File: src/rtl/adc_rd_pkg.sv
package adc_rd_pkg;

    localparam int CMD_W   = 4;
    localparam int RES_W   = 12;
    localparam int HI_W    = 4;
    localparam int LO_W    = RES_W - HI_W;
    localparam int RD_BITS = RES_W + 1;

    localparam logic [CMD_W-1:0] CMD_CH0 = 4'b1101;
    localparam logic [CMD_W-1:0] CMD_CH1 = 4'b1111;

    typedef enum logic [2:0] {
        S_IDLE,
        S_CS_WAIT,
        S_CMD_LO,
        S_CMD_HI,
        S_RD_LO,
        S_RD_HI,
        S_TAIL
    } seq_state_t;

endpackage

File: src/rtl/adc_tick_gen.sv
module adc_tick_gen #(
    parameter int DIV = 4
) (
    input  logic clk,
    input  logic rst_n,
    input  logic en,
    output logic tick
);
    localparam int CNT_W = (DIV > 1) ? $clog2(DIV) : 1;
    localparam logic [CNT_W-1:0] LAST = CNT_W'(DIV - 1);

    logic [CNT_W-1:0] cnt_q;

    always_ff @(posedge clk or negedge rst_n) begin
        if (!rst_n)
            cnt_q <= '0;
        else if (!en || cnt_q == LAST)
            cnt_q <= '0;
        else
            cnt_q <= cnt_q + 1'b1;
    end

    assign tick = en && (cnt_q == LAST);

    // the divider restarts from zero whenever it is disabled
    assert_tick_needs_en_R4: assert property (@(posedge clk) disable iff (!rst_n)
        !en |=> (cnt_q == '0));
endmodule

File: src/rtl/adc_seq_fsm.sv
module adc_seq_fsm
    import adc_rd_pkg::*;
#(
    parameter int IDLE_PHASES = 4
) (
    input  logic             clk,
    input  logic             rst_n,
    input  logic             start,
    input  logic             tick,
    input  logic             din,
    output logic             busy,
    output logic             cs_n,
    output logic             sclk,
    output logic             dout,
    output logic             oe,
    output logic             commit,
    output logic [RES_W-1:0] res0,
    output logic [RES_W-1:0] res1
);
    localparam int CMAX = (IDLE_PHASES > RD_BITS) ? IDLE_PHASES : RD_BITS;
    localparam int CW   = $clog2(CMAX + 1);
    localparam logic [CW-1:0] IDLE_LAST = CW'(IDLE_PHASES - 1);
    localparam logic [CW-1:0] CMD_LAST  = CW'(CMD_W - 1);
    localparam logic [CW-1:0] RD_LAST   = CW'(RD_BITS - 1);

    seq_state_t         state_q, state_d;
    logic               ch_q, ch_d;
    logic [CW-1:0]      cnt_q, cnt_d;
    logic [RD_BITS-1:0] sh_q, sh_d;
    logic [RES_W-1:0]   hold_q, hold_d;

    // next state and datapath
    always_comb begin
        state_d = state_q;
        ch_d    = ch_q;
        cnt_d   = cnt_q;
        sh_d    = sh_q;
        hold_d  = hold_q;
        commit  = 1'b0;
        unique case (state_q)
            S_IDLE: begin
                if (start) begin
                    state_d = S_CS_WAIT;
                    ch_d    = 1'b0;
                    cnt_d   = '0;
                end
            end
            S_CS_WAIT: begin
                if (tick) begin
                    if (cnt_q == IDLE_LAST) begin
                        state_d = S_CMD_LO;
                        cnt_d   = '0;
                    end else begin
                        cnt_d = cnt_q + 1'b1;
                    end
                end
            end
            S_CMD_LO: begin
                if (tick) state_d = S_CMD_HI;
            end
            S_CMD_HI: begin
                if (tick) begin
                    if (cnt_q == CMD_LAST) begin
                        state_d = S_RD_LO;
                        cnt_d   = '0;
                    end else begin
                        state_d = S_CMD_LO;
                        cnt_d   = cnt_q + 1'b1;
                    end
                end
            end
            S_RD_LO: begin
                if (tick) begin
                    sh_d    = {sh_q[RD_BITS-2:0], din};
                    state_d = S_RD_HI;
                end
            end
            S_RD_HI: begin
                if (tick) begin
                    if (cnt_q == RD_LAST) begin
                        state_d = S_TAIL;
                        cnt_d   = '0;
                    end else begin
                        state_d = S_RD_LO;
                        cnt_d   = cnt_q + 1'b1;
                    end
                end
            end
            S_TAIL: begin
                if (tick) begin
                    cnt_d = '0;
                    if (!ch_q) begin
                        hold_d  = sh_q[RES_W-1:0];
                        ch_d    = 1'b1;
                        state_d = S_CS_WAIT;
                    end else begin
                        commit  = 1'b1;
                        state_d = S_IDLE;
                    end
                end
            end
            default: state_d = S_IDLE;
        endcase
    end

    // state register
    always_ff @(posedge clk or negedge rst_n) begin
        if (!rst_n) begin
            state_q <= S_IDLE;
            ch_q    <= 1'b0;
            cnt_q   <= '0;
            sh_q    <= '0;
            hold_q  <= '0;
        end else begin
            state_q <= state_d;
            ch_q    <= ch_d;
            cnt_q   <= cnt_d;
            sh_q    <= sh_d;
            hold_q  <= hold_d;
        end
    end

    // outputs
    always_comb begin
        logic [CMD_W-1:0] cmd;
        cmd  = ch_q ? CMD_CH1 : CMD_CH0;
        busy = (state_q != S_IDLE);
        cs_n = (state_q == S_IDLE) || (state_q == S_CS_WAIT);
        sclk = (state_q == S_CMD_HI) || (state_q == S_RD_HI);
        oe   = (state_q == S_CMD_LO) || (state_q == S_CMD_HI);
        dout = oe ? cmd[CMD_LAST - cnt_q[$clog2(CMD_W)-1:0]] : 1'b0;
    end

    assign res0 = hold_q;
    assign res1 = sh_q[RES_W-1:0];

    assert_oe_inside_frame_R5: assert property (@(posedge clk) disable iff (!rst_n)
        oe |-> !cs_n);
    assert_sclk_inside_frame_R4: assert property (@(posedge clk) disable iff (!rst_n)
        sclk |-> !cs_n);
    assert_phase_holds_R4: assert property (@(posedge clk) disable iff (!rst_n)
        (busy && !tick) |=> $stable(sclk));
    assert_ch1_follows_ch0_R8: assert property (@(posedge clk) disable iff (!rst_n)
        (state_q == S_TAIL && tick && !ch_q) |=> (state_q == S_CS_WAIT && ch_q));
endmodule

File: src/rtl/adc_result_bank.sv
module adc_result_bank
    import adc_rd_pkg::*;
(
    input  logic             clk,
    input  logic             rst_n,
    input  logic             commit,
    input  logic [RES_W-1:0] res0,
    input  logic [RES_W-1:0] res1,
    output logic             done,
    output logic [HI_W-1:0]  ch0_hi,
    output logic [LO_W-1:0]  ch0_lo,
    output logic [HI_W-1:0]  ch1_hi,
    output logic [LO_W-1:0]  ch1_lo
);
    always_ff @(posedge clk or negedge rst_n) begin
        if (!rst_n) begin
            done   <= 1'b0;
            ch0_hi <= '0;
            ch0_lo <= '0;
            ch1_hi <= '0;
            ch1_lo <= '0;
        end else begin
            done <= commit;
            if (commit) begin
                ch0_hi <= res0[RES_W-1:LO_W];
                ch0_lo <= res0[LO_W-1:0];
                ch1_hi <= res1[RES_W-1:LO_W];
                ch1_lo <= res1[LO_W-1:0];
            end
        end
    end

    assert_done_single_R9: assert property (@(posedge clk) disable iff (!rst_n)
        done |=> !done);
endmodule

File: src/rtl/dual_adc_reader.sv
module dual_adc_reader
    import adc_rd_pkg::*;
#(
    parameter int DIV         = 4,
    parameter int IDLE_PHASES = 4
) (
    input  logic            clk,
    input  logic            rst_n,
    input  logic            start,
    input  logic            adc_din,
    output logic            adc_cs_n,
    output logic            adc_sclk,
    output logic            adc_dout,
    output logic            adc_oe,
    output logic            busy,
    output logic            done,
    output logic [HI_W-1:0] ch0_hi,
    output logic [LO_W-1:0] ch0_lo,
    output logic [HI_W-1:0] ch1_hi,
    output logic [LO_W-1:0] ch1_lo
);
    logic             tick;
    logic             commit;
    logic [RES_W-1:0] res0, res1;

    adc_tick_gen #(.DIV(DIV)) u_tick (
        .clk  (clk),
        .rst_n(rst_n),
        .en   (busy),
        .tick (tick)
    );

    adc_seq_fsm #(.IDLE_PHASES(IDLE_PHASES)) u_fsm (
        .clk   (clk),
        .rst_n (rst_n),
        .start (start),
        .tick  (tick),
        .din   (adc_din),
        .busy  (busy),
        .cs_n  (adc_cs_n),
        .sclk  (adc_sclk),
        .dout  (adc_dout),
        .oe    (adc_oe),
        .commit(commit),
        .res0  (res0),
        .res1  (res1)
    );

    adc_result_bank u_bank (
        .clk   (clk),
        .rst_n (rst_n),
        .commit(commit),
        .res0  (res0),
        .res1  (res1),
        .done  (done),
        .ch0_hi(ch0_hi),
        .ch0_lo(ch0_lo),
        .ch1_hi(ch1_hi),
        .ch1_lo(ch1_lo)
    );

    assert_idle_lines_R1: assert property (@(posedge clk) disable iff (!rst_n)
        !busy |-> (adc_cs_n && !adc_sclk && !adc_oe));
    assert_results_only_on_done_R9: assert property (@(posedge clk) disable iff (!rst_n)
        !done |-> $stable({ch0_hi, ch0_lo, ch1_hi, ch1_lo}));
endmodule

File: config.mk
export PLATFORM = sky130hd
export DESIGN_NAME = dual_adc_reader
export DESIGN_NICKNAME = d
export VERILOG_FILES = /design/src/rtl/adc_rd_pkg.sv /design/src/rtl/adc_tick_gen.sv /design/src/rtl/adc_seq_fsm.sv /design/src/rtl/adc_result_bank.sv /design/src/rtl/dual_adc_reader.sv
export SDC_FILE = /design/constraint.sdc
export NUM_CORES = 1
export LEC_CHECK = 0
export CAP_MARGIN = 20
export CORE_AREA = 10 10 76 94
export CTS_BUF_LIST = sky130_fd_sc_hd__clkbuf_2 sky130_fd_sc_hd__clkbuf_4 sky130_fd_sc_hd__clkbuf_8
export CTS_CLUSTER_DIAMETER = 80
export DETAILED_ROUTE_END_ITERATION = 8
export DIE_AREA = 0 0 86 104
export PLACE_DENSITY = 0.74
export SLEW_MARGIN = 20
export SYNTH_ARGS = -nofsm -noshare
export SYNTH_HDL_FRONTEND = slang
export SYNTH_HIERARCHICAL = 1
export SYNTH_SLANG_ARGS = --single-unit
File: constraint.sdc
create_clock -name clk -period 2.01 [get_ports clk]
set_input_delay 0.402 -clock clk [delete_from_list [all_inputs] [get_ports clk]]
set_output_delay 0.402 -clock clk [all_outputs]
set_load 0.01 [all_outputs]
==> impl_metrics.py, run 1 <==
metrics = {
    "outcome": {
        "outcome": "finished clean",
    },
    "worst_hold_path": {
        "holdCritPathClass": "in2async",
    },
    "critical_path": {
        "crit_fanout": 11,
        "worstRegToRegCells": 7,
        "worstReg2RegEnd": "u_fsm/cnt_q[3]$_DFFE_PN0P_",
        "rrSetupSlack_ps": 150,
        "cp-start-kind": "register",
        "critPathKind": "reg2out",
        "critPathLaunch": "u_fsm/state_q[1]$_DFFE_PN0P_",
        "end_kind": "primary output",
        "crit_required_ps": 1610,
        "cp_data_arrival_time_ps": 1480,
        "r2r-start": "u_fsm/state_q[1]$_DFFE_PN0P_",
    },
    "sta": {
        "fin_crit_sh_pct": 93.7,
        "clock_skew_ps": 4.98,
        "max-slew-margin-rel_pct": 68.5,
        "period_minus_slack_ps": 1880,
        "final-max-slew-violation-count": 0,
        "grt_setup_unrepaired": "no",
        "hold-worst-slack_ps": 21.9,
        "tightest_slew_ps": 473,
        "hold_violations": 0,
        "setup_viol": 0,
        "setup_tns_ps": 0,
        "finalWorstSetupSlack_ps": 127,
        "fmaxAchievable_ghz": 0.531,
    },
    "clock_network": {
        "clk_latency_ps": 330,
        "cts_tree": "built",
        "htree_num_levels": 3,
        "cts_buffer_depth": 2,
        "clk_pin_slew_worst_paths_ps": 60,
        "cts_buffers": 9,
        "cts.sinks": 59,
        "cts_hold_buf": 0,
        "cts_root_buf": "clkbuf_8",
    },
    "floorplanning": {
        "start_util_pct": 48.3,
        "core_um2": 5370,
        "die_area_um2": 8940,
        "die_h_um": 104,
        "die_x_um": 86,
        "pin_count": 34,
        "rows": 30,
    },
    "flow_run": {
        "maxCapViolations": 0,
    },
    "placed_design": {
        "dp_worst_setup_slack_ps": 15.9,
        "place_area_um2": 3070,
        "dp.cells": 279,
        "io_buffers": 33,
        "routabilityCongestion": 0.883,
        "dp_hpwl_mm": 3.36,
    },
    "logic_synthesis": {
        "syn_area_um2": 2590,
        "yosysTopAreaCellShare_pct": 57.0,
        "netlist_instances": 178,
        "yosysWarnings": 6,
        "synth.distinct_cells": 38,
        "synth_seq_cells": 59,
        "yosysTopAreaCell": "dfrtp_1",
        "avgSynthCellArea_um2": 14.6,
        "yosysSeqAreaShare_pct": 57.0,
        "synth_top_cells_by_area": "dfrtp_1 57%, mux2_2 13%, mux2_4 12%, buf_12 1.5%, ha_1 1.4%",
        "syn-num-nets": 185,
    },
    "power": {
        "power.leakage_nw": 1.58,
        "power.total_mw": 2.80,
        "powerDensity_nw_per_um2": 858,
        "vdd_drop_max_uv": 491,
    },
    "route": {
        "vias": 1573,
        "drt_iter0_drc": 84,
        "wl_mm": 4.75,
        "wl_per_cell_um": 16.1,
        "drc": 0,
        "postRouteAntennaNets": 0,
        "avgViaCountPerCell": 5.33,
        "firstDrtPassIters": 5,
    },
    "final_layout": {
        "final_nets": 233,
        "fin_util_pct": 60.9,
        "area_growth_pct": 26.1,
        "layout-drive-gt1-share_pct": 39.0,
        "final_cells": 295,
        "finalInstanceArea_um2": 3270,
        "diodes": 0,
    },
    "grt": {
        "grt_overflow": 0,
        "grt_max_degree": 23,
        "antenna_found_initial": 0,
        "grt_pass1_vias": 1739,
        "grt_pass1_wl_mm": 8.38,
        "grt_use_total_pct": 11.7,
    },
}
-- timing repair --
action	CTS	global route
gates resized for setup	5	2
pin swaps	0	0
buffers inserted	0	0
endpoints found under the setup margin	3	1
-- Yosys cell counts (all sizes together) --
library cell  count
dfrtp            59
mux2             49
buf               7
nor2              7
nand2             6
o21ai             6
inv               4
a21oi             3
ha                3
nand2b            3
nor3b             3
a21o              2
a22o              2
a31oi             2
and3              2
clkbuf            2
nand3             2
nand3b            2
a32o              1
and2              1
and2b             1
and3b             1
mux2i             1
nand4             1
nand4b            1
nor2b             1
nor4bb            1
o2111ai           1
o31a              1
o31ai             1
o32a              1
or4b              1
-- critical path: stages, from the launching register on --
cell and delay (ps):
dfrtp_2 480, nor2_4 120, nand2_2 70, clkdlybuf4s50_1 480
-- sequential cells by signal, summed over array words and instances (netlist names) --
signal and flops:
u_fsm/res0 12, u_fsm/sh_q 12, u_bank/ch0_lo 8, u_bank/ch1_lo 8
u_bank/ch0_hi 4, u_bank/ch1_hi 4, u_fsm/cnt_q 4, u_fsm/state_q 3
u_tick/cnt_q 2, u_bank/done 1, u_fsm/ch_q 1
-- final cells by class --
class | count | area (um2)
timing repair buffer | 46 | 453
clock inverter | 2 | 35.0
clock buffer | 14 | 168
inverter | 4 | 15.0
sequential | 59 | 1480
fill | 419 | 2100
tap | 64 | 80.1
multi-input combinational | 106 | 1040
-- where the power goes --
part | switching, mW | internal [mW]
logic | 0.230 | 0.205
registers | 0.0414 | 1.24
clock network | 0.429 | 0.661
-- how the worst max path moves through the flow --
stage | endpoint | slack (ps)
floorplan | u_fsm/res0[0]$_DFFE_PN0P_ | 20
global placement | u_fsm/cnt_q[2]$_DFFE_PN0P_ | 50
detailed placement | u_fsm/cnt_q[2]$_DFFE_PN0P_ | 20
CTS | adc_sclk | 90
global route | busy | 30
finish | busy | 130
-- routing by layer --
layer / share of wire [%] / wire length [um] / track usage (%) / up-vias
met1: 43 / 2050 / 13.1 / 802
li1: - / - / - / 736
met2: 49 / 2320 / 17.7 / 30
met3: 7.1 / 336 / 6.43 / 5
met5: 0 / 0 / 0 / -
met4: 0.90 / 43 / 5.31 / 0
-- placed cells by master (no fill, tap or decap), types with 3 or more instances in the layout --
cell type / count
dfrtp_1: 57
clkdlybuf4s50_1: 29
mux2_2: 29
mux2_4: 20
clkbuf_8: 10
buf_4: 10
nand2_1: 5
o21ai_0: 5
clkbuf_4: 4
inv_1: 4
nor2_1: 4
buf_12: 3
nand2b_1: 3
a21oi_1: 3
ha_1: 3
-- cells by family after synthesis --
group | after synthesis | share of synthesized area, %
buffers and inverters | 13 | 3.72
multiplexers | 50 | 24.6
AND/OR/NAND/NOR | 33 | 7.78
adder cells (fa/ha/maj) | 3 | 1.45
AO/OA/AOI/OAI | 20 | 5.46
flip-flops | 59 | 57.0
Note: power is estimated with default switching activity, not from simulation.
==> run 2: changes to the inputs <==
--- a/config.mk
+++ b/config.mk
@@ -6,12 +6,12 @@
 export NUM_CORES = 1
 export LEC_CHECK = 0
 export CAP_MARGIN = 20
-export CORE_AREA = 10 10 76 94
-export CTS_BUF_LIST = sky130_fd_sc_hd__clkbuf_2 sky130_fd_sc_hd__clkbuf_4 sky130_fd_sc_hd__clkbuf_8
+export CORE_AREA = 10 10 79 98
+export CTS_BUF_LIST = sky130_fd_sc_hd__clkbuf_8
 export CTS_CLUSTER_DIAMETER = 80
 export DETAILED_ROUTE_END_ITERATION = 8
-export DIE_AREA = 0 0 86 104
-export PLACE_DENSITY = 0.74
+export DIE_AREA = 0 0 89 108
+export PLACE_DENSITY = 0.69
 export SLEW_MARGIN = 20
 export SYNTH_ARGS = -nofsm -noshare
 export SYNTH_HDL_FRONTEND = slang
==> impl_metrics.py, run 2 (synthesized netlist as in run 1, its figures left out) <==
metrics = {
    "critical_path": {
        "worstRegToRegCells": 8,
        "crit_fanout": 12,
        "cp_data_arrival_time_ps": 2110,
        "crit_required_ps": 2230,
        "rrSetupSlack_ps": 120,
        "cp-start-kind": "register",
        "r2r-start": "u_fsm/state_q[1]$_DFFE_PN0P_",
        "critPathKind": "reg2reg",
        "worstReg2RegEnd": "u_fsm/res0[9]$_DFFE_PN0P_",
        "end_kind": "register",
    },
    "sta": {
        "fin_crit_sh_pct": 94.1,
        "tightest_slew_ps": 330,
        "hold_violations": 0,
        "fmaxAchievable_ghz": 0.529,
        "period_minus_slack_ps": 1890,
        "final-max-slew-violation-count": 0,
        "clock_skew_ps": 4.97,
        "setup_viol": 0,
        "setup_tns_ps": 0,
        "max-slew-margin-rel_pct": 77.7,
    },
    "route": {
        "avgViaCountPerCell": 5.19,
        "vias": 1557,
        "wl_mm": 4.86,
        "wl_met3_um": 303,
        "drt_iter0_drc": 72,
        "wl_per_cell_um": 16.2,
        "postRouteAntennaNets": 0,
        "firstDrtPassIters": 4,
        "drc": 0,
        "wl_met1_mm": 2.14,
        "met2WireLength_mm": 2.35,
        "highest_layer": "met4",
    },
    "final_layout": {
        "final_common_cell": "dfrtp_1",
        "final_nets": 234,
        "area_growth_pct": 27.6,
        "layout_common_cells": "57 x dfrtp_1, 29 x mux2_2, 27 x clkdlybuf4s50_1, 20 x mux2_4",
        "diodes": 0,
        "layout-drive-gt1-share_pct": 38.4,
    },
    "grt": {
        "grt_overflow": 0,
        "grt_use_total_pct": 11.3,
        "grt_pass1_vias": 1680,
        "grt_pass1_wl_mm": 8.22,
        "grt_max_degree": 60,
        "antenna_found_initial": 0,
    },
    "floorplanning": {
        "die_area_um2": 9610,
        "start_util_pct": 43.4,
        "die_x_um": 89,
        "rows": 32,
        "core_um2": 5970,
        "pin_count": 34,
        "die_h_um": 108,
    },
    "clock_network": {
        "cts.sinks": 59,
        "cts_hold_buf": 0,
        "cts_root_buf": "clkbuf_8",
        "cts_tree": "built",
        "clk_latency_ps": 340,
        "cts_buffers": 9,
        "clk_pin_slew_worst_paths_ps": 60,
        "cts_buffer_depth": 2,
        "htree_num_levels": 3,
    },
    "outcome": {
        "outcome": "finished clean",
    },
    "power": {
        "vdd_drop_max_uv": 544,
        "power.total_mw": 2.78,
        "powerDensity_nw_per_um2": 842,
        "power.leakage_nw": 1.60,
    },
    "placed_design": {
        "io_buffers": 33,
        "dp_hpwl_mm": 3.24,
        "routabilityCongestion": 0.837,
    },
    "flow_run": {
        "maxCapViolations": 0,
    },
    "worst_hold_path": {
        "holdCritPathClass": "in2async",
    },
}
## run 2: cell types whose count changed in the layout (fill, tap and decap cells not counted)
cell | previous run | this run
and2_2 | 1 | 0
and2_4 | 0 | 1
buf_12 | 3 | 4
clkbuf_2 | 1 | 0
clkbuf_4 | 4 | 0
clkdlybuf4s50_1 | 29 | 27
clkinv_2 | 1 | 3
clkinvlp_4 | 0 | 1
dlygate4sd2_1 | 2 | 3
dlymetal6s2s_1 | 0 | 2
inv_1 | 4 | 5
o2111ai_2 | 1 | 0
o2111ai_4 | 0 | 1
## run 2: cell type report
type,count,area (um2)
inverter,4,15.0
timing repair buffer,47,482
sequential,59,1480
fill,495,2660
clock buffer,10,138
multi-input combinational,106,1050
tap,68,85.1
clock inverter,6,56.3
## run 2: critical path, stage by stage (launching register included)
cell and delay, ps:
dfrtp_2 400, buf_4 160, nor2_4 40, nand2_2 80, and2_4 210, nand4b_1 210, nor2_2 180, buf_12 160
mux2_2 340
## run 2: repair_timing
item / in CTS / in global routing
gates resized for setup: 5 / 4
endpoints found under the setup margin: 3 / 7
pin swaps: 0 / 1
buffers inserted: 2 / 0
## run 2: per-stage QoR
| step | cells | utilization, % | setup slack [ps] | hold slack [ps] | area [um2] |
|---|---|---|---|---|---|
| 6_report | 300 | 55.4 | 118 | 52.5 | 3300 |
| 2_1_floorplan | 178 | - | 20.4 | 106 | 2610 |
| 4_1_cts | 300 | 55.1 | 9.31 | 57.4 | 3290 |
| 3_3_place_gp | 282 | 51.6 | 52.8 | 426 | 3080 |
| 5_1_grt | 300 | 55.4 | -2.27 | 61.5 | 3300 |
| 3_5_place_dp | 282 | 51.6 | 25.0 | 430 | 3080 |
## run 2: worst max path at each step
stage,slack (ps),end,startpoint,cells past startpoint
floorplan,20,u_fsm/res0[0]$_DFFE_PN0P_,u_fsm/state_q[1]$_DFFE_PN0P_,9
global placement,50,u_fsm/cnt_q[2]$_DFFE_PN0P_,start,5
detailed placement,20,u_fsm/cnt_q[2]$_DFFE_PN0P_,start,5
CTS,9,busy,u_fsm/state_q[1]$_DFFE_PN0P_,4
global route,-2,u_fsm/res0[4]$_DFFE_PN0P_,u_fsm/state_q[1]$_DFFE_PN0P_,8
finish,120,u_fsm/res0[9]$_DFFE_PN0P_,u_fsm/state_q[1]$_DFFE_PN0P_,8
## run 2: per-layer routing
| layer | track usage [%] | vias up |
|---|---|---|
| li1 | - | 736 |
| met1 | 13.5 | 784 |
| met2 | 16.8 | 32 |
| met3 | 5.04 | 5 |
| met4 | 5.58 | 0 |
| met5 | 0 | - |
## run 2: report_power, final
group / internal, mW / switching (mW) / leakage, nW
Clock: 0.594 / 0.455 / 0.103
Combinational: 0.214 / 0.244 / 0.678
Sequential: 1.24 / 0.0363 / 0.815
Total: 2.05 / 0.735 / 1.60
==> run 3: changes to the inputs <==
--- a/config.mk
+++ b/config.mk
@@ -8,10 +8,9 @@
 export CAP_MARGIN = 20
 export CORE_AREA = 10 10 79 98
 export CTS_BUF_LIST = sky130_fd_sc_hd__clkbuf_8
-export CTS_CLUSTER_DIAMETER = 80
 export DETAILED_ROUTE_END_ITERATION = 8
 export DIE_AREA = 0 0 89 108
-export PLACE_DENSITY = 0.69
+export PLACE_DENSITY = 0.66
 export SLEW_MARGIN = 20
 export SYNTH_ARGS = -nofsm -noshare
 export SYNTH_HDL_FRONTEND = slang
==> constraint.sdc (replaced) <==
create_clock -name clk -period 2.2 [get_ports clk]
set_input_delay 0.44 -clock clk [delete_from_list [all_inputs] [get_ports clk]]
set_output_delay 0.44 -clock clk [all_outputs]
set_load 0.01 [all_outputs]
==> impl_metrics.py, run 3 (synthesized netlist as in run 1, its figures left out) <==
metrics = {
    "outcome": {
        "outcome": "finished clean",
    },
    "grt": {
        "grt_pass1_vias": 1581,
        "use_met3_pct": 4.36,
        "grt_use_total_pct": 10.1,
        "grt_max_degree": 60,
        "grt_pass1_wl_mm": 7.56,
        "grt_overflow": 0,
        "grt_busiest_layer": "met2",
        "met1_usage_pct": 11.8,
        "use_met2_pct": 15.6,
        "antenna_found_initial": 0,
    },
    "critical_path": {
        "end_kind": "primary output",
        "crit_required_ps": 1760,
        "max_stage_delay_ps": 550,
        "cp-start-kind": "register",
        "slowest_stage": "clkdlybuf4s50_1",
        "rrSetupSlack_ps": 280,
        "crit_chain": "nand2b_1 -> inv_1 -> clkdlybuf4s50_1",
        "worstReg2RegEnd": "u_fsm/res0[8]$_DFFE_PN0P_",
        "cp_data_arrival_time_ps": 1640,
        "crit_fanout": 9,
        "worstRegToRegCells": 7,
        "critPathKind": "reg2out",
        "r2r-start": "u_fsm/state_q[2]$_DFFE_PN0P_",
    },
    "route": {
        "vias": 1524,
        "wl_mm": 4.47,
        "firstDrtPassIters": 4,
        "wl_per_cell_um": 15.2,
        "drc": 0,
        "avgViaCountPerCell": 5.17,
        "drt_iter0_drc": 34,
        "postRouteAntennaNets": 0,
    },
    "sta": {
        "max-slew-margin-rel_pct": 79.9,
        "clock_skew_ps": 8.30,
        "fin_crit_sh_pct": 94.3,
        "hold_violations": 0,
        "setup_tns_ps": 0,
        "setup_viol": 0,
        "final-max-slew-violation-count": 0,
        "tightest_slew_ps": 301,
        "grt_setup_unrepaired": "no",
        "fmaxAchievable_ghz": 0.482,
        "period_minus_slack_ps": 2080,
        "hold-worst-slack_ps": 104,
    },
    "floorplanning": {
        "die_x_um": 89,
        "die_area_um2": 9610,
        "die_h_um": 108,
        "core_um2": 5970,
        "start_util_pct": 43.4,
        "pin_count": 34,
        "rows": 32,
    },
    "power": {
        "power.leakage_nw": 1.55,
        "powerDensity_nw_per_um2": 755,
        "power.total_mw": 2.42,
        "vdd_drop_max_uv": 616,
    },
    "final_layout": {
        "final_common_cell": "dfrtp_1",
        "area_growth_pct": 24.0,
        "layout-drive-gt1-share_pct": 36.1,
        "diodes": 0,
        "final_nets": 229,
        "layout_common_cells": "57 x dfrtp_1, 30 x clkdlybuf4s50_1, 29 x mux2_2, 20 x mux2_4, 11 x clkbuf_8",
    },
    "placed_design": {
        "dp_hpwl_mm": 2.97,
        "io_buffers": 33,
        "routabilityCongestion": 0.798,
    },
    "clock_network": {
        "cts.sinks": 59,
        "htree_num_levels": 3,
        "cts_tree": "built",
        "cts_buffer_depth": 2,
        "clk_latency_ps": 330,
        "cts_setup_buffers": 0,
        "cts_root_buf": "clkbuf_8",
        "cts_hold_buf": 0,
        "cts_buffers": 9,
        "clk_pin_slew_worst_paths_ps": 60,
    },
    "worst_hold_path": {
        "holdCritPathClass": "in2async",
    },
    "flow_run": {
        "maxCapViolations": 0,
    },
}
-- run 3: cell count changes in the layout (fill, tap and decap cells not counted), sizes merged --
cell	change
bufinv	-1
clkdlybuf4s50	+3
buf	-5
clkbuf	+1
dlymetal6s2s	-1
clkinv	-1
clkinvlp	+1
dlygate4sd2	-2
-- run 3: worst max path at each step --
stage | startpoint | endpoint | slack, ps | cells after the start
after floorplan | u_fsm/state_q[2]$_DFFE_PN0P_ | u_fsm/res0[0]$_DFFE_PN0P_ | 50 | 9
after global placement | start | u_fsm/cnt_q[2]$_DFFE_PN0P_ | 210 | 5
after detailed placement | start | u_fsm/cnt_q[2]$_DFFE_PN0P_ | 180 | 5
after CTS | u_fsm/state_q[1]$_DFFE_PN0P_ | adc_sclk | 30 | 3
after global routing | u_fsm/state_q[2]$_DFFE_PN0P_ | adc_oe | 20 | 3
final | u_fsm/state_q[2]$_DFFE_PN0P_ | adc_oe | 120 | 3
-- run 3: per-stage QoR --
step	setup WS (ps)	std cells	cell area, um2	util, %
final	125	295	3210	53.8
after global routing	20.1	295	3210	53.8
after CTS	30.5	295	3210	53.8
after detailed placement	177	279	3020	50.6
after global placement	210	279	3020	50.6
after floorplan	50.4	178	2590	-
-- run 3: worst max-delay path: cells and delay by family, from the launching register on --
kind | cells | cell delay, ps
DFF | 1 | 470
and+or+nand+nor | 1 | 180
buffers and inverters | 2 | 650
-- run 3: metal layers --
metal / part of all wire, % / vias to the layer above
met2: 49 / 30
met3: 7.1 / 7
li1: - / 723
met5: 0 / -
met4: 1.7 / 0
met1: 42 / 764
-- run 3: final cells by class --
class / instances / area [um2]
well taps: 68 / 85.1
inverters: 4 / 15.0
repair buffers: 42 / 419
multi-input cells: 106 / 1030
fillers: 516 / 2760
clock inverters: 5 / 28.8
clock buffers: 11 / 151
flip-flops and latches: 59 / 1480
-- run 3: what timing repair did --
item                                    4_1_cts  5_1_grt
pin swaps                                     0        0
endpoints found under the setup margin        2        1
gates resized for setup                       3        2
-- run 3: power breakdown --
part / internal (mW) / switching (mW)
clock: 0.461 / 0.412
combinational: 0.178 / 0.209
sequential: 1.13 / 0.0334
total: 1.77 / 0.654
